### config.mk
export PLATFORM = sky130hd
export DESIGN_NAME = irq_level_arb
export DESIGN_NICKNAME = d
export VERILOG_FILES = /design/src/rtl/irq_arb_pkg.sv /design/src/rtl/irq_pend_merge.sv /design/src/rtl/irq_level_pick.sv /design/src/rtl/irq_level_arb.sv
export SDC_FILE = /design/constraint.sdc
export NUM_CORES = 1
export LEC_CHECK = 0
export BUFFER_PORTS_ARGS = -buffer_cell sky130_fd_sc_hd__buf_2
export CAP_MARGIN = 20
export CELL_PAD_IN_SITES_DETAIL_PLACEMENT = 1
export CELL_PAD_IN_SITES_GLOBAL_PLACEMENT = 2
export CORE_ASPECT_RATIO = 2
export CORE_MARGIN = 2
export CORE_UTILIZATION = 24
export CTS_CLUSTER_DIAMETER = 200
export DETAILED_ROUTE_END_ITERATION = 16
export GPL_TIMING_DRIVEN = 1
export MAX_ROUTING_LAYER = met4
export PLACE_DENSITY = 0.89
export REMOVE_ABC_BUFFERS = 1
export SKIP_LAST_GASP = 1
export SLEW_MARGIN = 25
export SYNTH_ARGS = -nofsm -noshare
export SYNTH_HDL_FRONTEND = slang
export SYNTH_SLANG_ARGS = --single-unit
### constraint.sdc
create_clock -name clk_i -period 1.5 [get_ports clk_i]
set_input_delay 0.3 -clock clk_i [delete_from_list [all_inputs] [get_ports clk_i]]
set_output_delay 0.3 -clock clk_i [all_outputs]
set_load 0.02 [all_outputs]
### src/rtl/irq_arb_pkg.sv
package irq_arb_pkg;
  localparam int unsigned NUM_LVL   = 16;
  localparam int unsigned LVL_W     = 4;
  localparam int unsigned SOFT_W    = 17;
  localparam int unsigned VEC_W     = 8;
  localparam int unsigned TICK_BIT  = 0;
  localparam int unsigned STICK_BIT = 16;
  localparam int unsigned TIMER_LVL = 14;
  localparam logic [VEC_W-1:0] EXT_TT_BASE = 8'h40;
endpackage

### src/rtl/irq_pend_merge.sv
module irq_pend_merge
  import irq_arb_pkg::*;
(
  input  logic [NUM_LVL-1:0] ext_lvl_i,
  input  logic [SOFT_W-1:0]  soft_int_i,
  output logic [NUM_LVL-1:0] pend_o
);
  logic timer_hit;
  logic [NUM_LVL-1:0] soft_lvl;

  assign timer_hit = soft_int_i[TICK_BIT] | soft_int_i[STICK_BIT];

  always_comb begin
    soft_lvl = soft_int_i[NUM_LVL-1:0];
    soft_lvl[TICK_BIT] = 1'b0;  // timer bits never map to their own level
    pend_o = ext_lvl_i | soft_lvl;
    if (timer_hit) pend_o[TIMER_LVL] = 1'b1;
  end
endmodule

### src/rtl/irq_level_pick.sv
module irq_level_pick
  import irq_arb_pkg::*;
(
  input  logic [NUM_LVL-1:0] pend_i,
  input  logic [LVL_W-1:0]   pil_i,
  output logic               hit_o,
  output logic [LVL_W-1:0]   lvl_o
);
  logic [NUM_LVL-1:0] above;

  for (genvar g = 0; g < NUM_LVL; g++) begin : g_above
    assign above[g] = pend_i[g] && (LVL_W'(g) > pil_i);
  end

  always_comb begin
    hit_o = 1'b0;
    lvl_o = '0;
    for (int i = 0; i < NUM_LVL; i++) begin
      if (above[i]) begin
        hit_o = 1'b1;
        lvl_o = LVL_W'(i);
      end
    end
  end
endmodule

### src/rtl/irq_level_arb.sv
module irq_level_arb
  import irq_arb_pkg::*;
#(
  parameter int unsigned TL_W = 3,
  parameter int unsigned TT_W = 9
) (
  input  logic                 clk_i,
  input  logic                 rst_ni,
  input  logic [NUM_LVL-1:0]   ext_lvl_i,
  input  logic [SOFT_W-1:0]    soft_int_i,
  input  logic [LVL_W-1:0]     pil_i,
  input  logic                 int_en_i,
  input  logic [TL_W-1:0]      trap_lvl_i,
  input  logic [TT_W-1:0]      trap_type_i,
  output logic                 irq_o,
  output logic [VEC_W-1:0]     vec_o
);
  localparam int unsigned CMP_W = NUM_LVL + 1;

  logic [NUM_LVL-1:0] pend;
  logic               hit;
  logic [LVL_W-1:0]   win_lvl;
  logic               below;
  logic [VEC_W-1:0]   cand_vec;
  logic               blocked;
  logic               irq_d, irq_q;
  logic [VEC_W-1:0]   vec_d, vec_q;

  irq_pend_merge i_merge (
    .ext_lvl_i  (ext_lvl_i),
    .soft_int_i (soft_int_i),
    .pend_o     (pend)
  );

  irq_level_pick i_pick (
    .pend_i (pend),
    .pil_i  (pil_i),
    .hit_o  (hit),
    .lvl_o  (win_lvl)
  );

  assign below    = {1'b0, pend} < (CMP_W'(2) << pil_i);
  assign cand_vec = EXT_TT_BASE | VEC_W'(win_lvl);
  assign blocked  = (trap_lvl_i != '0) && (trap_type_i > TT_W'(cand_vec));

  always_comb begin
    irq_d = irq_q;
    vec_d = vec_q;
    if (below) begin
      irq_d = 1'b0;
      vec_d = '0;
    end else if (int_en_i) begin
      if (hit && !blocked && (cand_vec != vec_q)) begin
        irq_d = 1'b1;
        vec_d = cand_vec;
      end
    end else if (irq_q) begin
      irq_d = 1'b0;
      vec_d = '0;
    end
  end

  always_ff @(posedge clk_i or negedge rst_ni) begin
    if (!rst_ni) begin
      irq_q <= 1'b0;
      vec_q <= '0;
    end else begin
      irq_q <= irq_d;
      vec_q <= vec_d;
    end
  end

  assign irq_o = irq_q;
  assign vec_o = vec_q;
endmodule

==> flow_summary.toml, run 1 <==
[sta]
max-slew-margin-rel_pct = 64.9
setup_ws_ns = -1.64
final.setup_skew_ns = 0.000443
final.period_utilization_pct = 209
rsz_0062_raised_after_global_routing = "true"
timing.final.crit_period_ns = 3.14
fin_hold_ws_ns = 0.372
final_max_slew_viol_count = 0
setup-tns-final_ns = -8.92
final-setup-viol-count = 6
max_slew.worst_pin.slew_ns = 0.522
final_hold_vios = 0
fmaxAchievable_mhz = 319

[yosys]
post_synth_num_cell_types = 65
synth_top_flop_cell = "sky130_fd_sc_hd__dfrtp_1"
top_cell_types_by_occurrence_after_synthesis = "26 x sky130_fd_sc_hd__nand2_1, 20 x sky130_fd_sc_hd__nor2_1, 19 x sky130_fd_sc_hd__ha_1"
synth_seq_area_share_pct = 9.82
postSynthRegisterBits = 6
synthTopCellsByArea = "sky130_fd_sc_hd__ha_1 16%, sky130_fd_sc_hd__dfrtp_1 9.8%, sky130_fd_sc_hd__nand2_1 6.4%"
asyncSetResetFlopFracSynth_pct = 100
yosysMostFrequentCell = "sky130_fd_sc_hd__nand2_1"
syn-mean-instance-area_um2 = 7.61
synthDominantCellAreaShare_pct = 15.5
synth_area_leader_cell = "sky130_fd_sc_hd__ha_1"
synth_enable_flop_cells = 0
synth_cells = 201
yosys_warnings = 0
syn-cell-area_um2 = 1530

[layout]
post_layout_net_count = 407
diodes = 0
sequential_cell_area_um2 = 150
fin_area_um2 = 2760
multi_input_comb_area_um2 = 1410
synthToLayoutAreaGrowth_pct = 80.4
final_util_pct = 44.1
drive_gt1_share_pct = 53.9
fin_cells = 420
nFillCells = 817

[worst_setup_path]
path_class = "input port to flip-flop"
crit_path_cell_trace = "buf_6, buf_4, and2_4, a221oi_4, nor3_2, a211oi_2, nor2_2, ha_1, nor2b_1, o21a_1, o21ai_1, a21oi_1, a32oi_1, nand2_1, or3b_4, o2bb2ai_4"
setup.worst_path.end_class = "flip-flop"
cp.arrival_ns = 3.29
cp_slowest_stage_delay_ns = 0.45
timing.critical_path.from_type = "input port"
worst_ep_required_time_ns = 1.65
timing.critical_path.fanout_max = 8
critPathSlowestCell = "sky130_fd_sc_hd__or3b_4"

[hold_path]
hold_path_class = "input port to flip-flop"

[floorplanning]
initial_utilization_pct = 24.4
floorplan.io_pins = 61
placeableCoreArea_um2 = 6260
die_footprint_um2 = 7060
chipWidth_um = 60.4
dieHeight_um = 117
row_count = 41

[placed_design]
placed_cells_incl_taps = 404
dpl_cell_area_um2 = 2360
setup_slack_placement_ns = -2.07
hpwl_mm = 5.43
gp_congestion = 0.874
port_buffers = 56

[route]
wl_mm = 6.63
via_count = 2095
antenna_violating_nets_post_route = 0
post_drt_via_cell_ratio = 4.99
routed_wirelength_normalized_by_instance_count_um = 15.8
post-route-drc-count = 0
dr.pass1.iters = 4
drt_iter0_markers = 44

[grt]
number_of_antenna_violations_at_the_first_check_in_global_routing = 0
grt_util_all_layers_pct = 20.1
grt_pass1_wl_mm = 10.6
grt_start_max_net_pins = 10
number_of_global_route_vias_before_repair = 2344
grt_overflow = 0

[outcome]
outcome = "finished with violations"
violated_checks = "negative setup slack"

[pwr]
switching_component_of_the_power_mw = 0.503
p_clk_share_pct = 29.5
share_comb_of_total_power_pct = 55.9
totalPowerFinal_mw = 1.46
static-leakage-power_nw = 1.30
switching_share_pct = 34.3
cellInternalPower_mw = 0.962
seq_power_share_pct = 14.6
ir_drop_mv = 0.680
powerDensity_nw_per_um2 = 531

[cts]
tritoncts.num_buffers = 3
htreeDepth = 1
tritoncts = "built"
clock_sinks = 6
insertion_delay_ns = 0.23
clock_tree.buffer_depth = 2
clk_pin_slew_ns = 0.03
cts_root_buffer = "sky130_fd_sc_hd__clkbuf_16"

[job]
cap_viol_max_count = 0
-- cell usage in the layout (no fill, tap or decap), types with 4 or more instances in the layout --
| cell | synthesis | layout |
|---|---|---|
| sky130_fd_sc_hd__a21oi_1 | 8 | 5 |
| sky130_fd_sc_hd__a21oi_2 | 1 | 4 |
| sky130_fd_sc_hd__buf_2 | 0 | 51 |
| sky130_fd_sc_hd__buf_4 | 5 | 77 |
| sky130_fd_sc_hd__buf_6 | 3 | 5 |
| sky130_fd_sc_hd__dfrtp_1 | 6 | 6 |
| sky130_fd_sc_hd__ha_1 | 19 | 18 |
| sky130_fd_sc_hd__inv_1 | 14 | 14 |
| sky130_fd_sc_hd__nand2_1 | 26 | 26 |
| sky130_fd_sc_hd__nor2_1 | 20 | 18 |
| sky130_fd_sc_hd__nor2b_1 | 6 | 6 |
| sky130_fd_sc_hd__nor4_2 | 4 | 4 |
| sky130_fd_sc_hd__o21a_1 | 5 | 5 |
| sky130_fd_sc_hd__o21ai_0 | 8 | 5 |
-- power by group through the flow --
stage               combinational, mW  clock [mW]  sequential [mW]
finish                          0.819       0.433            0.213
global route                    0.897       0.452            0.217
CTS                             0.750       0.443            0.213
detailed placement              0.672           0            0.214
global placement                0.649           0            0.212
floorplan                       0.252           0            0.244
-- state kept, by name (all words and copies together) (netlist names) --
name	count
irq_o	1
vec_o	5
-- per-layer routing --
layer  up-vias  track usage (%)  share of wire (%)
met1      1011             17.6                 33
met5         -                -                  0
li1       1000                -                  -
met3        24            0.769                2.9
met4         0             11.3                5.1
met2        60             39.9                 59
-- cells by family after synthesis --
| logic type | Yosys count | synth area share, % |
|---|---|---|
| adder cells (fa/ha/maj) | 19 | 15.5 |
| XOR/XNOR | 1 | 0.573 |
| AO/OA/AOI/OAI | 56 | 27.9 |
| buffers and inverters | 23 | 9.08 |
| other | 1 | 0.245 |
| multiplexers | 1 | 0.655 |
| flip-flops | 6 | 9.82 |
| AND/OR/NAND/NOR | 94 | 36.2 |
-- critical path: cells and delay by family --
kind | cells | cell delay, ns
AND/OR/NAND/NOR | 6 | 1.05
adder cells (fa/ha/maj) | 1 | 0.31
AO/OA/AOI/OAI | 7 | 1.33
buffers and inverters | 2 | 0.27
-- final cells by class --
| cell class | count | area share [%] |
|---|---|---|
| timing repair buffer | 137 | 34.8 |
| multi-input combinational | 174 | 51.2 |
| clock buffer | 3 | 2.72 |
| tap | 86 | 3.90 |
| inverter | 14 | 1.91 |
| sequential | 6 | 5.44 |
-- worst paths after layout --
| path | start | end | slack, ns | cells past startpoint |
|---|---|---|---|---|
| max | pil_i[1] | vec_o[1] | -1.64 | 16 |
| min | int_en_i | irq_o | 0.37 | 3 |
| max reg2reg | vec_o[0] | vec_o[3] | -0.46 | 7 |
| min reg2reg | irq_o | vec_o[6] | 0.58 | 3 |
| max in group asynchronous | rst_ni | vec_o[2] | 0.93 | 2 |
| min in group asynchronous | rst_ni | vec_o[3] | 0.43 | 2 |
-- timing repair --
item | CTS | global route
endpoints found under the setup margin | 6 | 6
endpoints found under the hold margin | 6 | 0
pin swaps | 16 | 15
hold buffers | 1 | 0
resized for setup | 29 | 16
buffers inserted | 12 | 5
(Power assumes the default switching activity.)
==> inputs of run 2 (changes only) <==
Settings changed: BUFFER_PORTS_ARGS -buffer_cell sky130_fd_sc_hd__buf_2 to -buffer_cell sky130_fd_sc_hd__clkbuf_2, RECOVER_POWER set to 25.
==> run 2 against run 1 <==
  * The run still ends with negative setup slack left
  * Critical path depth increased by 6
  * Sequential cell count unchanged
  * Power increased by 8.3%
  * Via count increased by 8.9%
  * Combinational power increased by 15%
  * Global-route usage increased by 2.4 points
  * First-iteration DRC count increased by 34%
  * Count of clock-buffer cells in the layout unchanged
  * Largest power group unchanged
==> flow_summary.toml, run 2 (synthesis results as in run 1) <==
[layout]
post_layout_net_count = 431
final_common_cell = "sky130_fd_sc_hd__buf_4"
mostFrequentLayoutCells = "96 x sky130_fd_sc_hd__buf_4, 51 x sky130_fd_sc_hd__clkbuf_2, 24 x sky130_fd_sc_hd__nand2_1, 17 x sky130_fd_sc_hd__nor2_1, 17 x sky130_fd_sc_hd__ha_1"
synthToLayoutAreaGrowth_pct = 102
diodes = 0
fin_cells = 444
nFillCells = 774
fin_area_um2 = 3100
final_util_pct = 49.5
drive_gt1_share_pct = 61.2
largest_reg_flops = 5

[route]
drt_iter0_markers = 59
post_drt_via_cell_ratio = 5.14
antenna_violating_nets_post_route = 0
via_count = 2282
wl_mm = 8.38
dr.pass1.iters = 4
post-route-drc-count = 0
routed_wirelength_normalized_by_instance_count_um = 18.9

[sta]
timing.final.crit_period_ns = 3.23
rsz_0062_raised_after_global_routing = "true"
final_max_slew_viol_count = 0
final.setup_skew_ns = 0.00237
final_hold_vios = 0
fmaxAchievable_mhz = 310
final-setup-viol-count = 6
final.period_utilization_pct = 215
setup_ws_ns = -1.73

[cts]
clk_pin_slew_ns = 0.03
tritoncts = "built"
tritoncts.num_buffers = 3
insertion_delay_ns = 0.23
clock_sinks = 6
htreeDepth = 1
cts_root_buffer = "sky130_fd_sc_hd__clkbuf_16"
clock_tree.buffer_depth = 2

[worst_setup_path]
path_delay_family = "buffers and inverters"
regToRegStartpoint = "vec_o[0]"
worst_r2r_path_depth = 6
setup.worst_path.end_class = "flip-flop"
endpoint_of_the_worst_register_to_register_path = "vec_o[0]"
critical_path_depth = 22
reg2reg_slack_ns = -0.43
timing.critical_path.from_type = "input port"
setup.worst_path.end = "vec_o[1]"
cp.arrival_ns = 3.38
critPathSlowestCell = "sky130_fd_sc_hd__a221oi_4"
worst_ep_required_time_ns = 1.66
worstPathBufferInverterCount = 16
crit_path_cell_trace = "clkbuf_16, buf_12, o21bai_4, a221oi_4, buf_6, nor3_2, a211oi_2, nor2_2, buf_4, buf_4, buf_4, buf_4, buf_4, buf_4, buf_4, buf_4, buf_4, buf_4, buf_4, buf_4, buf_4, o2bb2ai_4"
timing.critical_path.fanout_max = 6
cp_common_cell = "sky130_fd_sc_hd__buf_4"
path_class = "input port to flip-flop"
cp_slowest_stage_delay_ns = 0.30
worstSetupStartpoint = "pil_i[0]"

[grt]
grt_start_max_net_pins = 11
number_of_global_route_vias_before_repair = 2587
grt_pass1_wl_mm = 11.5
grt_util_all_layers_pct = 22.5
number_of_antenna_violations_at_the_first_check_in_global_routing = 0
grt_overflow = 0

[placed_design]
gp_congestion = 0.924
port_buffers = 56
hpwl_mm = 5.65
setup_slack_placement_ns = -2.09
placed_cells_incl_taps = 411
dpl_cell_area_um2 = 2430

[job]
cap_viol_max_count = 0

[outcome]
violated_checks = "negative setup slack"
outcome = "finished with violations"

[pwr]
ir_drop_mv = 0.713
static-leakage-power_nw = 1.47
powerDensity_nw_per_um2 = 512
totalPowerFinal_mw = 1.59

[hold_path]
hp-start = "int_en_i"
hold_path_class = "input port to flip-flop"
worstHoldPathCells = 3

[floorplanning]
floorplan.io_pins = 61
initial_utilization_pct = 24.4
placeableCoreArea_um2 = 6260
row_count = 41
dieHeight_um = 117
chipWidth_um = 60.4
die_footprint_um2 = 7060
-- run 2: how the worst min path moves through the flow --
stage,to,slack (ns)
floorplan,irq_o,0.004
global placement,irq_o,0.13
detailed placement,irq_o,0.14
CTS,irq_o,0.37
global route,irq_o,0.39
finish,irq_o,0.38
-- run 2: area by class of cell --
type                            count  area, µm²  area share [%]
Tap cell                           86        108            3.48
Inverter                           14       52.6            1.70
Clock buffer                        3       75.1            2.43
Multi-Input combinational cell    174       1530            49.4
Sequential cell                     6        150            4.85
Timing Repair Buffer              161       1180            38.2
-- run 2: worst register-to-register path, stage by stage, from the launching register on --
cell and delay, ns:
sky130_fd_sc_hd__dfrtp_1 0.41, sky130_fd_sc_hd__xnor2_1 0.17, sky130_fd_sc_hd__a21oi_1 0.09, sky130_fd_sc_hd__a2111oi_1 0.37, sky130_fd_sc_hd__nor4b_4 0.36, sky130_fd_sc_hd__o221a_4 0.30, sky130_fd_sc_hd__a22o_1 0.16
-- run 2: stage by stage --
stage	hold WS (ns)	setup TNS, ns
final	0.380	-9.34
after global routing	0.390	-10.02
after CTS	0.370	-9.12
after detailed placement	0.139	-11.82
after global placement	0.129	-10.68
after floorplan	0.00441	-8.78
-- run 2: metal layers --
metal,vias to the layer above,wire [µm],global-route usage [%],share of wire (%)
met5,-,0,-,0
met4,0,663,15.8,7.9
met3,51,205,1.98,2.4
met2,86,4950,44.9,59
met1,1093,2560,17.5,31
li1,1052,-,-,-
-- run 2: power breakdown --
group | internal (mW) | switching [mW]
combinational | 0.492 | 0.450
sequential | 0.187 | 0.0262
clock | 0.342 | 0.0881
-- run 2: repair_timing --
item | 4_1_cts | 5_1_grt
setup buffers | 24 | 11
gates resized for setup | 42 | 31
hold buffers | 1 | 0
setup endpoints to repair | 6 | 6
endpoints found under the hold margin | 6 | 0
pin swaps | 22 | 24
